### config.mk
export PLATFORM = sky130hd
export DESIGN_NAME = branch_shadow_ctrl
export DESIGN_NICKNAME = d
export VERILOG_FILES = /design/src/rtl/bsq_pkg.sv /design/src/rtl/bsq_resolve.sv /design/src/rtl/bsq_shadow_fsm.sv /design/src/rtl/branch_shadow_ctrl.sv
export SDC_FILE = /design/constraint.sdc
export NUM_CORES = 1
export LEC_CHECK = 0
export ABC_CLOCK_PERIOD_IN_PS = 2400
export BUFFER_PORTS_ARGS = -buffer_cell sky130_fd_sc_hd__buf_2
export CORE_UTILIZATION = 39
export CTS_CLUSTER_SIZE = 10
export DETAILED_ROUTE_END_ITERATION = 10
export PLACE_DENSITY = 0.86
export SLEW_MARGIN = 15
export SYNTH_ARGS = -nofsm -noshare
export SYNTH_HDL_FRONTEND = slang
export SYNTH_HIERARCHICAL = 1
export SYNTH_SLANG_ARGS = --single-unit
### constraint.sdc
create_clock -name clk_i -period 2.4 [get_ports clk_i]
set_clock_uncertainty 0.05 [all_clocks]
set_input_delay 0.48 -clock clk_i [delete_from_list [all_inputs] [get_ports clk_i]]
set_output_delay 0.48 -clock clk_i [all_outputs]
set_load 0.05 [all_outputs]
### src/rtl/bsq_pkg.sv
package bsq_pkg;

    // Number of instructions fetched behind a branch before it resolves
    localparam int SHADOW_SLOTS = 3;

    typedef logic [SHADOW_SLOTS-1:0] kill_vec_t;

    // Which shadow instruction currently occupies execute
    typedef enum logic [1:0] {
        SH_IDLE  = 2'd0,
        SH_SLOT1 = 2'd1,
        SH_SLOT2 = 2'd2,
        SH_SLOT3 = 2'd3
    } shadow_state_e;

    // Slot positions inside the kill vector
    localparam int SLOT_DELAY = 0;
    localparam int SLOT_SECOND = 1;
    localparam int SLOT_THIRD = 2;

endpackage

### src/rtl/bsq_resolve.sv
module bsq_resolve
    import bsq_pkg::*;
#(
    parameter int PC_W = 32
) (
    input  logic            likely_i,
    input  logic            taken_i,
    input  logic            policy_taken_i,
    input  logic [PC_W-1:0] target_pc_i,
    input  logic [PC_W-1:0] fall_pc_i,
    output logic            redir_raw_o,
    output logic [PC_W-1:0] redir_pc_raw_o,
    output kill_vec_t       kill_raw_o
);

    logic later_slots_dead;

    always_comb begin
        // Later slots are bubbles under predict-taken and wrong-path on a taken outcome
        later_slots_dead = taken_i || policy_taken_i;

        kill_raw_o = '0;
        kill_raw_o[SLOT_DELAY]  = likely_i && !taken_i;
        kill_raw_o[SLOT_SECOND] = later_slots_dead;
        kill_raw_o[SLOT_THIRD]  = later_slots_dead;

        // Fetch must move when taken, or when fetch was holding for a taken guess
        redir_raw_o    = taken_i || policy_taken_i;
        redir_pc_raw_o = taken_i ? target_pc_i : fall_pc_i;
    end

endmodule

### src/rtl/bsq_shadow_fsm.sv
module bsq_shadow_fsm
    import bsq_pkg::*;
(
    input  logic          clk_i,
    input  logic          rst_ni,
    input  logic          br_valid_i,
    input  kill_vec_t     new_kill_i,
    output logic          accept_o,
    output logic          nested_err_o,
    output shadow_state_e state_o
);

    shadow_state_e state_q, state_d;
    kill_vec_t     mask_q;

    // State and annul-mask registers
    always_ff @(posedge clk_i) begin
        if (!rst_ni) begin
            state_q <= SH_IDLE;
            mask_q  <= '0;
        end else begin
            state_q <= state_d;
            if (accept_o) begin
                mask_q <= new_kill_i;
            end
        end
    end

    // Next state and decisions
    always_comb begin
        accept_o     = 1'b0;
        nested_err_o = 1'b0;
        state_d      = state_q;
        unique case (state_q)
            SH_IDLE: begin
                accept_o = br_valid_i;
                state_d  = br_valid_i ? SH_SLOT1 : SH_IDLE;
            end
            SH_SLOT1: begin
                // A live delay slot may not hold a branch; an annulled one is ignored
                nested_err_o = br_valid_i && !mask_q[SLOT_DELAY];
                state_d      = SH_SLOT2;
            end
            SH_SLOT2: begin
                accept_o = br_valid_i && !mask_q[SLOT_SECOND];
                state_d  = accept_o ? SH_SLOT1 : SH_SLOT3;
            end
            SH_SLOT3: begin
                accept_o = br_valid_i && !mask_q[SLOT_THIRD];
                state_d  = accept_o ? SH_SLOT1 : SH_IDLE;
            end
        endcase
    end

    assign state_o = state_q;

    // the delay slot always hands over to slot two
    assert_delay_slot_advances_R7: assert property (@(posedge clk_i) disable iff (!rst_ni)
        (state_q == SH_SLOT1) |=> (state_q == SH_SLOT2));

    // every accepted branch opens a shadow at the delay slot
    assert_accept_opens_shadow_R9: assert property (@(posedge clk_i) disable iff (!rst_ni)
        accept_o |=> (state_q == SH_SLOT1));

    // nothing is accepted while the delay slot is in execute
    assert_no_accept_in_delay_R8: assert property (@(posedge clk_i) disable iff (!rst_ni)
        (state_q == SH_SLOT1) |-> !accept_o);

endmodule

### src/rtl/branch_shadow_ctrl.sv
module branch_shadow_ctrl
    import bsq_pkg::*;
#(
    parameter int PC_W = 32
) (
    input  logic            clk_i,
    input  logic            rst_ni,
    input  logic            ex_br_valid_i,
    input  logic            ex_br_likely_i,
    input  logic            ex_br_taken_i,
    input  logic [PC_W-1:0] ex_target_pc_i,
    input  logic [PC_W-1:0] ex_fall_pc_i,
    input  logic            policy_taken_i,
    output logic            redir_valid_o,
    output logic [PC_W-1:0] redir_pc_o,
    output logic [2:0]      slot_kill_o,
    output logic            nested_err_o
);

    logic            redir_raw;
    logic [PC_W-1:0] redir_pc_raw;
    kill_vec_t       kill_raw;
    logic            accept;
    logic            nested_err;
    shadow_state_e   state;

    bsq_resolve #(.PC_W(PC_W)) resolve_i (
        .likely_i       (ex_br_likely_i),
        .taken_i        (ex_br_taken_i),
        .policy_taken_i (policy_taken_i),
        .target_pc_i    (ex_target_pc_i),
        .fall_pc_i      (ex_fall_pc_i),
        .redir_raw_o    (redir_raw),
        .redir_pc_raw_o (redir_pc_raw),
        .kill_raw_o     (kill_raw)
    );

    bsq_shadow_fsm fsm_i (
        .clk_i        (clk_i),
        .rst_ni       (rst_ni),
        .br_valid_i   (ex_br_valid_i),
        .new_kill_i   (kill_raw),
        .accept_o     (accept),
        .nested_err_o (nested_err),
        .state_o      (state)
    );

    // Only an accepted branch may act on fetch or on the shadow
    always_comb begin
        redir_valid_o = accept && redir_raw;
        redir_pc_o    = (accept && redir_raw) ? redir_pc_raw : '0;
        slot_kill_o   = accept ? kill_raw : '0;
        nested_err_o  = nested_err;
    end

    // taken goes to the target and keeps the delay slot
    assert_taken_to_target_R2: assert property (@(posedge clk_i) disable iff (!rst_ni)
        (accept && ex_br_taken_i) |->
            (redir_valid_o && redir_pc_o == ex_target_pc_i
             && !slot_kill_o[SLOT_DELAY] && slot_kill_o[SLOT_THIRD:SLOT_SECOND] == 2'b11));

    // a correct not-taken guess leaves fetch alone
    assert_nt_policy_quiet_R3: assert property (@(posedge clk_i) disable iff (!rst_ni)
        (accept && !ex_br_taken_i && !policy_taken_i) |->
            (!redir_valid_o && slot_kill_o[SLOT_THIRD:SLOT_SECOND] == 2'b00));

    // likely fall-through annuls the delay slot
    assert_likely_annuls_R4: assert property (@(posedge clk_i) disable iff (!rst_ni)
        (accept && ex_br_likely_i && !ex_br_taken_i) |-> slot_kill_o[SLOT_DELAY]);

    // wrong taken guess returns fetch to the fall-through path
    assert_pt_fallthrough_R5: assert property (@(posedge clk_i) disable iff (!rst_ni)
        (accept && !ex_br_taken_i && policy_taken_i) |->
            (redir_valid_o && redir_pc_o == ex_fall_pc_i));

    // kills only appear beside a resolving branch
    assert_kill_needs_branch_R6: assert property (@(posedge clk_i) disable iff (!rst_ni)
        (slot_kill_o != 3'b000) |-> ex_br_valid_i);

    // an error cycle takes no action
    assert_error_is_silent_R7: assert property (@(posedge clk_i) disable iff (!rst_ni)
        nested_err_o |-> (!redir_valid_o && slot_kill_o == 3'b000));

    // errors only arise with the delay slot in execute
    assert_error_in_delay_R7: assert property (@(posedge clk_i) disable iff (!rst_ni)
        nested_err_o |-> (state == SH_SLOT1 && ex_br_valid_i));

endmodule

==> metrics.txt <==
run status finished clean; number of synthesized flops with an enable pin 0; Die ar. 0.002926 mm^2; # resized after CTS 0; Max Cap Viol 0; Critical Path Slowest Stage Cell dfxtp_1; CP Capture Type output pin; syn avg cell area 9.801 um^2; Die Y ~54 um; synth top area cells mux2_4, and3_1, dfxtp_1; post-synthesis cell area 0.001059 mm^2; share of cells above drive strength 1 0.6971; Antenna Cells 0; cells along the critical path and3b_1 -> o21a_4 -> and3_1 -> buf_2; residual DRC count 0; Bufs on Longest Clock Path 2; Filler Cells Inserted 230; Max Clock Freq 460.2 MHz; hpwl dp 2163 um; max incr delay on CP 0.39 ns; largest net degree at the start of global routing 40; Synth area leader mux2_4; Yosys reg bits 5; CP Launch Type flip-flop; Least-Margin Pin Slew 0.4990 ns; # setup viols final 0; register area share after synthesis 0.09456; core area 0.002522 mm^2; Hold Startpoint fsm_i/mask_q[0]$_SDFFE_PN0P_; pre-CTS setup slack 0.2707 ns; Tmin final 2.173 ns; first-pass detailed-route iteration total 4; Synth top cells by count and3_1, mux2_4, nand2_1; WL/cell 11.55 um; Static Leak 1.023 nW; final WL 2749 um; Final Max Slew Viols 0; Fin. Hold Viols 0; gr ovfl total 0; Reg2Reg Depth 3; synthesis-to-finish area growth 47.75%; Initial Util 0.4196; ys async rst share 0; CTS Buf Count 3; relative slew slack 0.6674; Worst VDD drop 0.3231 mV; Final #Nets 279; clock root buffer clkbuf_4; CP Class reg2out; Vias 1164; Reg clk slew, reported paths 0.04 ns; initial antenna violation count 0; GRT Total Usage 0.1798; DRT iter0 DRCs 7; Fin Setup TNS 0 ns; r2r setup slk 1.13 ns; clock net sink count 5; CP required 1.87 ns; # port buffers between 100 and 150; Hold Path Stages 2; min-delay worst type reg2reg; routed vias/inst about 4.9; placed cell area 0.001538 mm^2; first-pass GRT wire length 3843 um; # Post-CTS Setup Buffers 0; Syn Inst Count between 100 and 150; CP max FO 39; most common cell in the synthesized netlist and3_1; post-layout instance area 0.001564 mm^2; Hold-fix buffers, CTS 0; CTS tree done; CTS H-tree lvls 1; FF-to-FF End fsm_i/mask_q[2]$_SDFFE_PN0P_; number of routed nets with antenna violations 0; Yosys cell types 23; R2R Path Start fsm_i/state_o[1]$_SDFF_PN0_; post-synth top area share 0.3972; standard-cell rows 18; Worst-Skew Late Latency 0.24 ns; Hold EP fsm_i/mask_q[0]$_SDFFE_PN0P_; CP arrival 1.64 ns; die width 54.10 um; PnR Total Power 0.6010 mW; unrepaired setup endpoints after global routing no; Placer Congestion 0.7912; crit share post-route 0.9053; Yosys Warn Count 6; number of global-route vias before repair 931; PwrDens 384.2 mW/mm^2; Synth Net Count about 180; Final Util 0.6200; prevailing post-synth register cell dfxtp_1; io pins 107; Setup WS post-layout 0.2272 ns
==> placed cells by master, fill, tap and decap left out, drive strengths merged, types with 2 or more instances in the layout <==
cell type / instances
mux2: 32
nand2b: 2
nand3b: 2
dfxtp: 5
mux2i: 3
and2: 5
buf: 108
nand2: 6
and3: 32
clkbuf: 4
==> area by class of cell <==
class | instances | area [um^2] | area share
repair buffers | 108 | 558.0 | 0.3568
flip-flops and latches | 5 | 100.1 | 0.06400
well taps | 30 | 37.54 | 0.02400
clock buffers | 4 | 26.28 | 0.01680
multi-input cells | 91 | 842.1 | 0.5384
==> critical path, delay by kind of cell (launching register included) <==
kind                   cells  cell delay (ns)
DFF                        1             0.39
and+or+nand+nor            2             0.41
buffers and inverters      1             0.26
AOI/OAI and AO/OA          1             0.34
==> power by group <==
group          total [mW]  switching [mW]  internal, mW  leakage (nW)
combinational       0.408           0.243         0.165         0.967
sequential         0.0972         0.00643        0.0907        0.0413
clock              0.0953          0.0326        0.0627        0.0150
total               0.601           0.282         0.319          1.02
==> how the worst max path moves through the flow <==
stage	startpoint	end	slack, ns	cells past startpoint
after floorplan	fsm_i/state_o[1]$_SDFF_PN0_	nested_err_o	0.23	2
after global placement	ex_br_taken_i	redir_pc_o[25]	0.28	4
after detailed placement	ex_br_taken_i	redir_pc_o[1]	0.27	5
after CTS	fsm_i/state_o[1]$_SDFF_PN0_	redir_pc_o[19]	0.21	4
after global routing	fsm_i/state_o[0]$_SDFF_PN0_	redir_pc_o[27]	0.12	4
final	fsm_i/state_o[1]$_SDFF_PN0_	redir_pc_o[16]	0.23	4
==> flip-flops by register name, indices dropped and copies added, names as in the netlist <==
| register | flops |
|---|---|
| fsm_i/mask_q | 3 |
| fsm_i/state_o | 2 |
==> layer usage <==
metal,vias up,track usage,wire length (um)
li1,589,-,-
met3,2,0.01977,193
met2,54,0.3169,1395
met5,-,0,0
met4,0,0.07692,13
met1,519,0.2171,1146
==> metrics by stage <==
step           cells  hold slack [ns]
2_1_floorplan    108           0.3849
3_3_place_gp     234           0.3997
3_5_place_dp     234           0.4042
4_1_cts          238           0.4099
5_1_grt          238           0.4442
6_report         238           0.4058
==> cells by family after synthesis <==
| logic type | share of synthesized area |
|---|---|
| flops | 0.09457 |
| simple gates | 0.2967 |
| buf+inv | 0.1099 |
| compound gates | 0.03072 |
| mux | 0.4681 |
Note: power is estimated with default switching activity, not from simulation.
